<file path="src/rtl/ds3_txpi_pkg.sv">
// Shared types for the DS3 transmit payload input interface.
package ds3_txpi_pkg;

    // Active operating mode: data path, timing source, frame alignment role.
    typedef struct packed {
        logic nibble;  // 1: four-bit path, 0: serial path
        logic loop;    // 1: recovered clock paces transmit
        logic master;  // 1: free-running frame (local timing only)
    } txpi_mode_t;

    // A reference edge only matters for a local-timing frame slave.
    function automatic logic ref_honoured(txpi_mode_t m);
        return !m.loop && !m.master;
    endfunction

endpackage

</file>
<file path="src/rtl/txpi_clk_sel.sv">
// Timing selection: picks the bit strobe for the active timing source,
// detects frame-reference rising edges in the local clock domain, and
// keeps an image of the recovered clock running in all modes.
// Assumes frm_ref is already synchronous to the local transmit clock,
// so it is edge-detected without a resynchronizer.
module txpi_clk_sel
    import ds3_txpi_pkg::*;
(
    input  logic       clk,
    input  logic       rst_n,
    input  logic       rec_ce,
    input  logic       loc_ce,
    input  logic       frm_ref,
    input  txpi_mode_t act_mode,
    output logic       bit_ce,
    output logic       ref_restart,
    output logic       rec_clk_o
);

    logic ref_q;

    // Bit strobe follows the timing source of the active mode.
    always_comb bit_ce = act_mode.loop ? rec_ce : loc_ce;

    // Reference level as seen at the previous local clock edge.
    always_ff @(posedge clk) begin
        if (!rst_n)      ref_q <= 1'b0;
        else if (loc_ce) ref_q <= frm_ref;
    end

    // Restart request: rising reference edge, slave role only.
    always_comb ref_restart = loc_ce & frm_ref & ~ref_q & ref_honoured(act_mode);

    // Recovered clock image toggles on each recovered edge, every mode.
    always_ff @(posedge clk) begin
        if (!rst_n)      rec_clk_o <= 1'b0;
        else if (rec_ce) rec_clk_o <= ~rec_clk_o;
    end


    no_strobe_no_bit_chk: assert property (@(posedge clk) disable iff (!rst_n)
        (!rec_ce && !loc_ce) |-> !bit_ce);


    rec_toggle_chk: assert property (@(posedge clk) disable iff (!rst_n)
        rec_ce |=> (rec_clk_o != $past(rec_clk_o)));


    ref_ignored_chk: assert property (@(posedge clk) disable iff (!rst_n)
        (act_mode.loop || act_mode.master) |-> !ref_restart);

endmodule

</file>
<file path="src/rtl/txpi_frame_ctr.sv">
// Frame position counter: tracks block offset, block and subframe within
// the DS3 frame, the nibble phase, and the active mode. It restarts on a
// slave reference edge and flags restarts that cut a frame short.
// Assumes the frame length is a multiple of four and PAY_BITS >= 3.
module txpi_frame_ctr
    import ds3_txpi_pkg::*;
#(
    parameter int PAY_BITS = 84,
    parameter int BLKS     = 8,
    parameter int SUBS     = 7
) (
    input  logic       clk,
    input  logic       rst_n,
    input  logic       bit_ce,
    input  logic       restart,
    input  logic       mis_clr,
    input  txpi_mode_t cfg_mode,
    output txpi_mode_t act_mode,
    output logic       frm_start,
    output logic       pay_slot,
    output logic       nib_ok,
    output logic       misalign
);

    localparam int BLK_LEN = PAY_BITS + 1;
    localparam int OFF_W   = $clog2(BLK_LEN + 1);
    localparam int BLK_W   = $clog2(BLKS + 1);
    localparam int SUB_W   = $clog2(SUBS + 1);
    localparam logic [OFF_W-1:0] LAST_OFF = OFF_W'(BLK_LEN - 1);
    localparam logic [OFF_W-1:0] NIB_LIM  = OFF_W'(BLK_LEN - 4);
    localparam logic [BLK_W-1:0] LAST_BLK = BLK_W'(BLKS - 1);
    localparam logic [SUB_W-1:0] LAST_SUB = SUB_W'(SUBS - 1);

    logic [OFF_W-1:0] blk_off;
    logic [BLK_W-1:0] blk_idx;
    logic [SUB_W-1:0] sub_idx;
    logic [1:0]       ph;
    logic             at_last;
    logic             boundary;

    // Last bit of the frame, and a strobe that moves to bit 0.
    always_comb begin
        at_last  = (blk_off == LAST_OFF) && (blk_idx == LAST_BLK) && (sub_idx == LAST_SUB);
        boundary = bit_ce && (at_last || restart);
    end

    // Position counters: nested offset / block / subframe plus nibble phase.
    always_ff @(posedge clk) begin
        if (!rst_n || boundary) begin
            blk_off <= '0;
            blk_idx <= '0;
            sub_idx <= '0;
            ph      <= '0;
        end else if (bit_ce) begin
            ph <= ph + 2'd1;
            if (blk_off == LAST_OFF) begin
                blk_off <= '0;
                if (blk_idx == LAST_BLK) begin
                    blk_idx <= '0;
                    sub_idx <= (sub_idx == LAST_SUB) ? '0 : sub_idx + 1'b1;
                end else begin
                    blk_idx <= blk_idx + 1'b1;
                end
            end else begin
                blk_off <= blk_off + 1'b1;
            end
        end
    end

    // Mode register: loaded in reset and at each frame boundary.
    always_ff @(posedge clk) begin
        if (!rst_n || boundary) act_mode <= cfg_mode;
    end

    // Sticky misalignment flag; a new set wins over a clear.
    always_ff @(posedge clk) begin
        if (!rst_n)                             misalign <= 1'b0;
        else if (bit_ce && restart && !at_last) misalign <= 1'b1;
        else if (mis_clr)                       misalign <= 1'b0;
    end

    // Slot decode from the counter state.
    always_comb begin
        frm_start = (blk_off == '0) && (blk_idx == '0) && (sub_idx == '0);
        pay_slot  = (blk_off != '0);
        nib_ok    = (ph == 2'd0) && (blk_off != '0) && (blk_off <= NIB_LIM);
    end


    wrap_to_start_chk: assert property (@(posedge clk) disable iff (!rst_n)
        (bit_ce && at_last) |=> frm_start);


    restart_to_start_chk: assert property (@(posedge clk) disable iff (!rst_n)
        (bit_ce && restart) |=> frm_start);


    misalign_set_chk: assert property (@(posedge clk) disable iff (!rst_n)
        (bit_ce && restart && !at_last) |=> misalign);


    mode_hold_chk: assert property (@(posedge clk) disable iff (!rst_n)
        !bit_ce |=> $stable(act_mode));


    start_is_ovh_chk: assert property (@(posedge clk) disable iff (!rst_n)
        frm_start |-> !pay_slot);

endmodule

</file>
<file path="src/rtl/txpi_capture.sv">
// Payload capture: on a bit strobe, takes the serial bit in a payload
// slot or the nibble at a clean four-bit group, and presents it to the
// framer with a one-cycle valid pulse.
// Assumes the slot indications come from the frame counter's present state.
module txpi_capture
    import ds3_txpi_pkg::*;
(
    input  logic       clk,
    input  logic       rst_n,
    input  logic       bit_ce,
    input  txpi_mode_t act_mode,
    input  logic       pay_slot,
    input  logic       nib_ok,
    input  logic       ser_in,
    input  logic [3:0] nib_in,
    output logic       nib_req,
    output logic       cap_vld,
    output logic [3:0] cap_data
);

    logic take;

    // Request and capture qualification for the active data path.
    always_comb begin
        nib_req = act_mode.nibble && nib_ok;
        take    = bit_ce && (act_mode.nibble ? nib_ok : pay_slot);
    end

    // Capture register and valid pulse.
    always_ff @(posedge clk) begin
        if (!rst_n) begin
            cap_vld  <= 1'b0;
            cap_data <= '0;
        end else begin
            cap_vld <= take;
            if (take) cap_data <= act_mode.nibble ? nib_in : {3'b000, ser_in};
        end
    end


    vld_after_strobe_chk: assert property (@(posedge clk) disable iff (!rst_n)
        cap_vld |-> $past(bit_ce));


    nib_req_in_slot_chk: assert property (@(posedge clk) disable iff (!rst_n)
        nib_req |-> pay_slot);

endmodule

</file>
<file path="src/rtl/ds3_tx_payload_if.sv">
// Top of the DS3 transmit payload input interface: strobe selection,
// frame position and payload capture wired together.
// Assumes rec_ce and loc_ce are single-cycle strobes on clk.
module ds3_tx_payload_if
    import ds3_txpi_pkg::*;
#(
    parameter int PAY_BITS = 84,
    parameter int BLKS     = 8,
    parameter int SUBS     = 7
) (
    input  logic       clk,
    input  logic       rst_n,
    input  logic       rec_ce,
    input  logic       loc_ce,
    input  logic       cfg_nibble,
    input  logic       cfg_loop,
    input  logic       cfg_master,
    input  logic       frm_ref,
    input  logic       mis_clr,
    input  logic       ser_in,
    input  logic [3:0] nib_in,
    output logic       tx_bit_ce,
    output logic       frm_start,
    output logic       pay_slot,
    output logic       nib_req,
    output logic       cap_vld,
    output logic [3:0] cap_data,
    output logic       misalign,
    output logic       rec_clk_o
);

    txpi_mode_t cfg_mode;
    txpi_mode_t act_mode;
    logic       ref_restart;
    logic       nib_ok;

    // Gather the mode inputs into one record.
    always_comb cfg_mode = '{nibble: cfg_nibble, loop: cfg_loop, master: cfg_master};

    txpi_clk_sel u_clk (
        .clk        (clk),
        .rst_n      (rst_n),
        .rec_ce     (rec_ce),
        .loc_ce     (loc_ce),
        .frm_ref    (frm_ref),
        .act_mode   (act_mode),
        .bit_ce     (tx_bit_ce),
        .ref_restart(ref_restart),
        .rec_clk_o  (rec_clk_o)
    );

    txpi_frame_ctr #(.PAY_BITS(PAY_BITS), .BLKS(BLKS), .SUBS(SUBS)) u_ctr (
        .clk      (clk),
        .rst_n    (rst_n),
        .bit_ce   (tx_bit_ce),
        .restart  (ref_restart),
        .mis_clr  (mis_clr),
        .cfg_mode (cfg_mode),
        .act_mode (act_mode),
        .frm_start(frm_start),
        .pay_slot (pay_slot),
        .nib_ok   (nib_ok),
        .misalign (misalign)
    );

    txpi_capture u_cap (
        .clk     (clk),
        .rst_n   (rst_n),
        .bit_ce  (tx_bit_ce),
        .act_mode(act_mode),
        .pay_slot(pay_slot),
        .nib_ok  (nib_ok),
        .ser_in  (ser_in),
        .nib_in  (nib_in),
        .nib_req (nib_req),
        .cap_vld (cap_vld),
        .cap_data(cap_data)
    );

endmodule

</file>
<file path="config.mk">
export PLATFORM = sky130hd
export DESIGN_NAME = ds3_tx_payload_if
export DESIGN_NICKNAME = d
export VERILOG_FILES = /design/src/rtl/ds3_txpi_pkg.sv /design/src/rtl/txpi_clk_sel.sv /design/src/rtl/txpi_frame_ctr.sv /design/src/rtl/txpi_capture.sv /design/src/rtl/ds3_tx_payload_if.sv
export SDC_FILE = /design/constraint.sdc
export NUM_CORES = 1
export LEC_CHECK = 0
export BUFFER_PORTS_ARGS = -buffer_cell sky130_fd_sc_hd__buf_2
export CAP_MARGIN = 20
export CORE_MARGIN = 1
export CORE_UTILIZATION = 50
export DETAILED_ROUTE_END_ITERATION = 8
export PLACE_DENSITY = 0.72
export SETUP_SLACK_MARGIN = 0.3
export SYNTH_ARGS = -nofsm -noshare
export SYNTH_HDL_FRONTEND = slang
export SYNTH_HIERARCHICAL = 1
export SYNTH_SLANG_ARGS = --single-unit
</file>
<file path="constraint.sdc">
create_clock -name clk -period 2.6 [get_ports clk]
set_clock_uncertainty 0.15 [all_clocks]
set_input_delay 0.13 -clock clk [delete_from_list [all_inputs] [get_ports clk]]
set_output_delay 0.13 -clock clk [all_outputs]
set_load 0.02 [all_outputs]
</file>
[After elaboration in Yosys (flattened, before gate mapping)]
Cells that the tools add are included.
Storage, ports and cells
  flip-flop bits (word level): 27
  output and inout port bits: 11
  word-level logic and storage cells: 59
Cells by class
  $add $sub $neg: 4
  magnitude comparators: 1
  equality and inequality tests: 3
  mux-type cells: 8
  bitwise gates (word level): 5
  reductions and logical operators: 26
Operator list (count)
  $logic_and A1 B1 Y1: 12
  $mux W4: 2
  $add A7 B1 Y7 const B: 1
  $eq A7 B7 Y1 const B: 1
  $le A7 B7 Y1 const B: 1
  $logic_not A7 Y1: 1
  $mux W7: 1
  $reduce_bool A7 Y1: 1
  $add A4 B1 Y4 const B: 1
  $eq A4 B3 Y1 const B: 1
  $logic_not A1 Y1: 4
  $logic_not A4 Y1: 1
  $mux W1: 4
  $add A3 B1 Y3 const B: 1
  $and A1 B1 Y1: 3
  $eq A3 B3 Y1 const B: 1
  $logic_not A3 Y1: 1
  $mux W3: 1
  $reduce_and A3 Y1: 1
  $add A2 B1 Y2 const B: 1
  $logic_not A2 Y1: 1
  $logic_or A1 B1 Y1: 2
  $not A1 Y1: 2
  $reduce_and A2 Y1: 1
  $reduce_bool A2 Y1: 1

[Longest topological paths before layout]
  depth after elaboration: 6
  gate-level depth with buffers: 8
  gate-level depth less buffers: 8

[Cells and area by module]
Netlist, hierarchy kept.
Modules (own cells, without submodules)
  txpi_frame_ctr: times used 1, cells an instance 121, area an instance 1104.8 µm²
  txpi_capture: times used 1, cells an instance 24, area an instance 227.7 µm²
  txpi_clk_sel: times used 1, cells an instance 10, area an instance 100.1 µm²

[Worst setup path after synthesis]
Ideal clock, no wire load.
  path kind: reg-to-reg
  start point: reg u_ctr/act_mode[1] (netlist name)
  end point: reg u_ctr/act_mode[0] (netlist name)
  library setup time: 0.306 ns
  arrival time: 1.586 ns
  data required time: 2.144 ns
  slack: 0.558 ns
  cell stages (with the launch flop): 6
  cells stage by stage: edfxtp_1 nand2b_1 nand2_1 nand3_2 nor4_4 nand2b_1
RTL lines
  $mux W1: line txpi_clk_sel.sv:23  | always_comb bit_ce = act_mode.loop ? rec_ce : loc_ce;
  named net tx_bit_ce: line ds3_tx_payload_if.sv:22  | output logic tx_bit_ce,
  $logic_and A1 B1 Y1: line txpi_frame_ctr.sv:44  | boundary = bit_ce && (at_last || restart);
  $logic_or A1 B1 Y1: line txpi_frame_ctr.sv:72  | if (!rst_n || boundary) act_mode <= cfg_mode;
The timed path passes the listed nets, and every way through them passes these cells.
A chain may end at the register's enable or synchronous reset.

[Worst setup path in the final report]
  start point: reg u_ctr.blk_off[0]
  end point: out nib_req
Between the ends
  longest elaborated chain between the ends: 4
RTL lines
  start: declaration: line txpi_frame_ctr.sv:34  | logic [OFF_W-1:0] blk_off;
  start signal: assignment: line txpi_frame_ctr.sv:65  | blk_off <= blk_off + 1'b1;
  branches (longest 2 deep; another with $le A7 B7 Y1)
  $logic_and A1 B1 Y1 (*): line txpi_frame_ctr.sv:86  | nib_ok = (ph == 2'd0) && (blk_off != '0) && (blk_off <= NIB_LIM);
  named net nib_ok: line ds3_tx_payload_if.sv:35  | logic nib_ok;
  $logic_and A1 B1 Y1 (*): line txpi_capture.sv:25  | nib_req = act_mode.nibble && nib_ok;
  end: declaration: line ds3_tx_payload_if.sv:25  | output logic nib_req,
Mark *: on every way through the listed nets, which the timed path passes.

==> results.yml <==
setup_path:
  r2r-end: "u_ctr/act_mode[2]"
  r2r_start: "u_ctr/blk_off[0]"
  critPathArrivalTime_ns: 1.85
  worst_r2r_path_depth: 5
  path_delay_family: "simple AND/OR/NAND/NOR gates"
  critPathCaptureType: "output port"
  crit_type: "reg -> out"
  max_stage_delay_ns: 0.50
  crit_path_top_delay_cell: "dfxtp_1"
  cp.required_ns: 2.32
  critPathLaunchType: "flip-flop"
  critical_path_depth: 6
  startpoint: "u_ctr/blk_off[0]"
  crit_fanout: 7
  cp_cell_sequence: "inv_1 -> ha_1 -> nand3b_1 -> and3b_1 -> and2_4 -> buf_2"
  crit_buf_inv: 2
  reg2reg_setup_slack_ns: 0.54
yosys:
  ys_async_sr_fraction: 0
  synth-seq-cells: 27
  synth_cell_types: 42
  synthTopCellsByArea: "dfxtp_1 34%, edfxtp_1 6.3%, mux2i_1 5.6%"
  synth_cells: 155
  synth.net_count: 175
  ys_seq_area_frac: 0.398
  syn_area_per_cell_um2: 9.24
  yosys_warnings: 6
  ys_dominant_reg_cell: "dfxtp_1"
  synth_edf_count: 3
  synth_top_area_cell: "dfxtp_1"
  netlist_area_mm2: 0.00143
  synth_top_area_frac: 0.335
placement:
  place.gp.congestion: 0.844
  dp_slack_ns: 0.559
  dp.cells: 206
  io_buffers: 24
  place_hpwl_um: 2120
route:
  num_vias: 1218
  ant_nets: 0
  avgRoutedWirePerCell_um: 13.6
  dr.pass1.iters: 4
  dr.first_iter.drc_count: 40
  viasPerCell: 5.51
  routed_wl_um: 3000
  route.detailed.drc: 0
timing:
  slew_violations: 0
  timing.fmax_mhz: 469
  min_period_ns: 2.13
  rsz0062_at_grt: "no"
  hold_viol: 0
  relSlewSlack: 0.706
  tns_ns: 0
  finalWorstSetupSlack_ns: 0.469
  finalCritPeriodShare: 0.820
  worstMarginPinSlew_ns: 0.438
  finalSetupViolations: 0
global_route:
  track_usage: 0.200
  antenna_found_initial: 0
  grt_max_degree: 17
  grt_pass1_vias: 1101
  grt_pass1_wl_um: 4960
  grt_overflow: 0
die:
  row_count: 19
  core_area_mm2: 0.00273
  die_x_um: 55.5
  start_util: 0.524
  fp.dieH_um: 55.5
  io_pins: 25
  dieArea_mm2: 0.00308
finish:
  diodes: 0
  area_growth_pct: 19.5
  ff_latch_area_um2: 571
  fillers: 227
  drive_gt1_frac: 0.200
  multiInputGateArea_um2: 793
  fin_cells: 221
  nets: 211
clocking:
  cts.htree.levels: 1
  root_buffer: "clkbuf_4"
  clockBufferDepth: 2
  cts_tree: "yes"
  clkSinkCount: 27
  post-cts-setup-buffers: 0
  cts_resized: 0
  clk_pin_slew_ns: 0.16
  clkLatencyLatePin_ns: 0.32
  cts_made_buffers: 3
outcome:
  outcome: "complete, no violations"
run:
  cap_violations: 0
pwr:
  vdd_drop_max_v: 0.000379
  power_density_mw_per_mm2: 459
  leakage_nw: 0.677
  power_uw: 785
hold_path:
  hold_path_end: "u_cap/cap_data[0]"
  hold_class: "in -> reg"
  min_from: "nib_in[0]"
  holdPathStages: 4
## power breakdown
part | switching (mW) | internal (mW) | leakage (nW) | total [mW]
Clock | 0.128 | 0.0587 | 0.0139 | 0.187
Sequential | 0.0141 | 0.438 | 0.224 | 0.452
Combinational | 0.0782 | 0.0685 | 0.439 | 0.147
## layer usage
layer  GRT usage  vias to the layer above  routed length (um)  part of all wire
met4      0.0714                        0                  32             0.011
met1       0.266                      558                1440              0.48
met3      0.0328                        4                  76             0.025
li1            -                      633                   -                 -
met2       0.327                       23                1460              0.48
met5           0                        -                   0                 0
## cell usage in the layout, fill, tap and decap left out, types with 2 or more instances in the layout
| cell type | count |
|---|---|
| a211oi_1 | 3 |
| edfxtp_1 | 3 |
| nand3b_1 | 4 |
| nor3_1 | 5 |
| nor2_1 | 5 |
| nand2b_1 | 3 |
| nand2_1 | 17 |
| clkbuf_4 | 3 |
| buf_2 | 24 |
| xor2_1 | 4 |
| nor4_1 | 4 |
| o21ai_0 | 7 |
| nor2b_1 | 2 |
| ha_1 | 6 |
| buf_4 | 2 |
| or3_1 | 3 |
| nand4_1 | 4 |
| xnor2_1 | 2 |
| or4_1 | 2 |
| mux2i_1 | 8 |
| nand3_1 | 8 |
| a21oi_1 | 7 |
| dlygate4sd3_1 | 11 |
| dfxtp_1 | 24 |
| o22ai_1 | 2 |
| inv_1 | 9 |
## cell usage after synthesis, drive strengths merged (3+ instances only)
cell	number
a211oi	3
a21oi	7
buf	6
dfxtp	24
edfxtp	3
ha	6
inv	9
mux2i	8
nand2	17
nand2b	3
nand3	9
nand3b	4
nand4	4
nor2	5
nor3	5
nor4	5
o21ai	9
or3	3
xor2	4
## state kept, by name, indices dropped and copies added (netlist names)
name / flops
u_clk/rec_clk_o: 1
u_ctr/act_mode: 3
u_ctr/misalign: 1
u_cap/cap_data: 4
u_ctr/blk_off: 7
u_cap/cap_vld: 1
u_ctr/blk_idx: 4
u_ctr/ph: 2
u_clk/ref_q: 1
u_ctr/sub_idx: 3
## cell families after synthesis
logic type,Yosys count,synth area share
compound gates,25,0.110
mux,9,0.0638
buf+inv,15,0.0480
xor+xnor,6,0.0367
flops,27,0.398
fa+ha+maj,6,0.0524
simple gates,67,0.291
## worst max-delay path by stage
| stage | end | slack [ns] |
|---|---|---|
| floorplan | u_ctr/act_mode[0] | 0.56 |
| global placement | u_ctr/act_mode[2] | 0.63 |
| detailed placement | u_ctr/act_mode[2] | 0.56 |
| CTS | frm_start | 0.45 |
| global route | nib_req | 0.33 |
| finish | nib_req | 0.47 |
## worst reg2reg max path: stages (launching register included)
cell and delay, ns:
dfxtp_1 0.41, inv_1 0.08, ha_1 0.23, nand4bb_4 0.24, nor4_4 0.45, nand2b_1 0.22
## stage by stage
stage               cell area (um^2)  hold slack (ns)  utilization
floorplan                       1430           0.0743            -
global placement                1570            0.170        0.575
detailed placement              1570            0.165        0.575
CTS                             1710           0.0351        0.626
global route                    1710           0.0613        0.626
finish                          1710           0.0403        0.626
## final cells by class
type                            instances  share of cell area
Sequential cell                        27               0.333
Multi-Input combinational cell        113               0.463
Timing Repair Buffer                   37               0.143
Tap cell                               31              0.0227
Inverter                                9              0.0197
Clock inverter                          1             0.00439
Clock buffer                            3              0.0132
## timing repair
item                       in CTS  in global routing
hold buffers                   11                  0
hold endpoints to repair       11                  0
setup endpoints to repair       0                  0
Note: power is estimated with default switching activity, not from simulation.
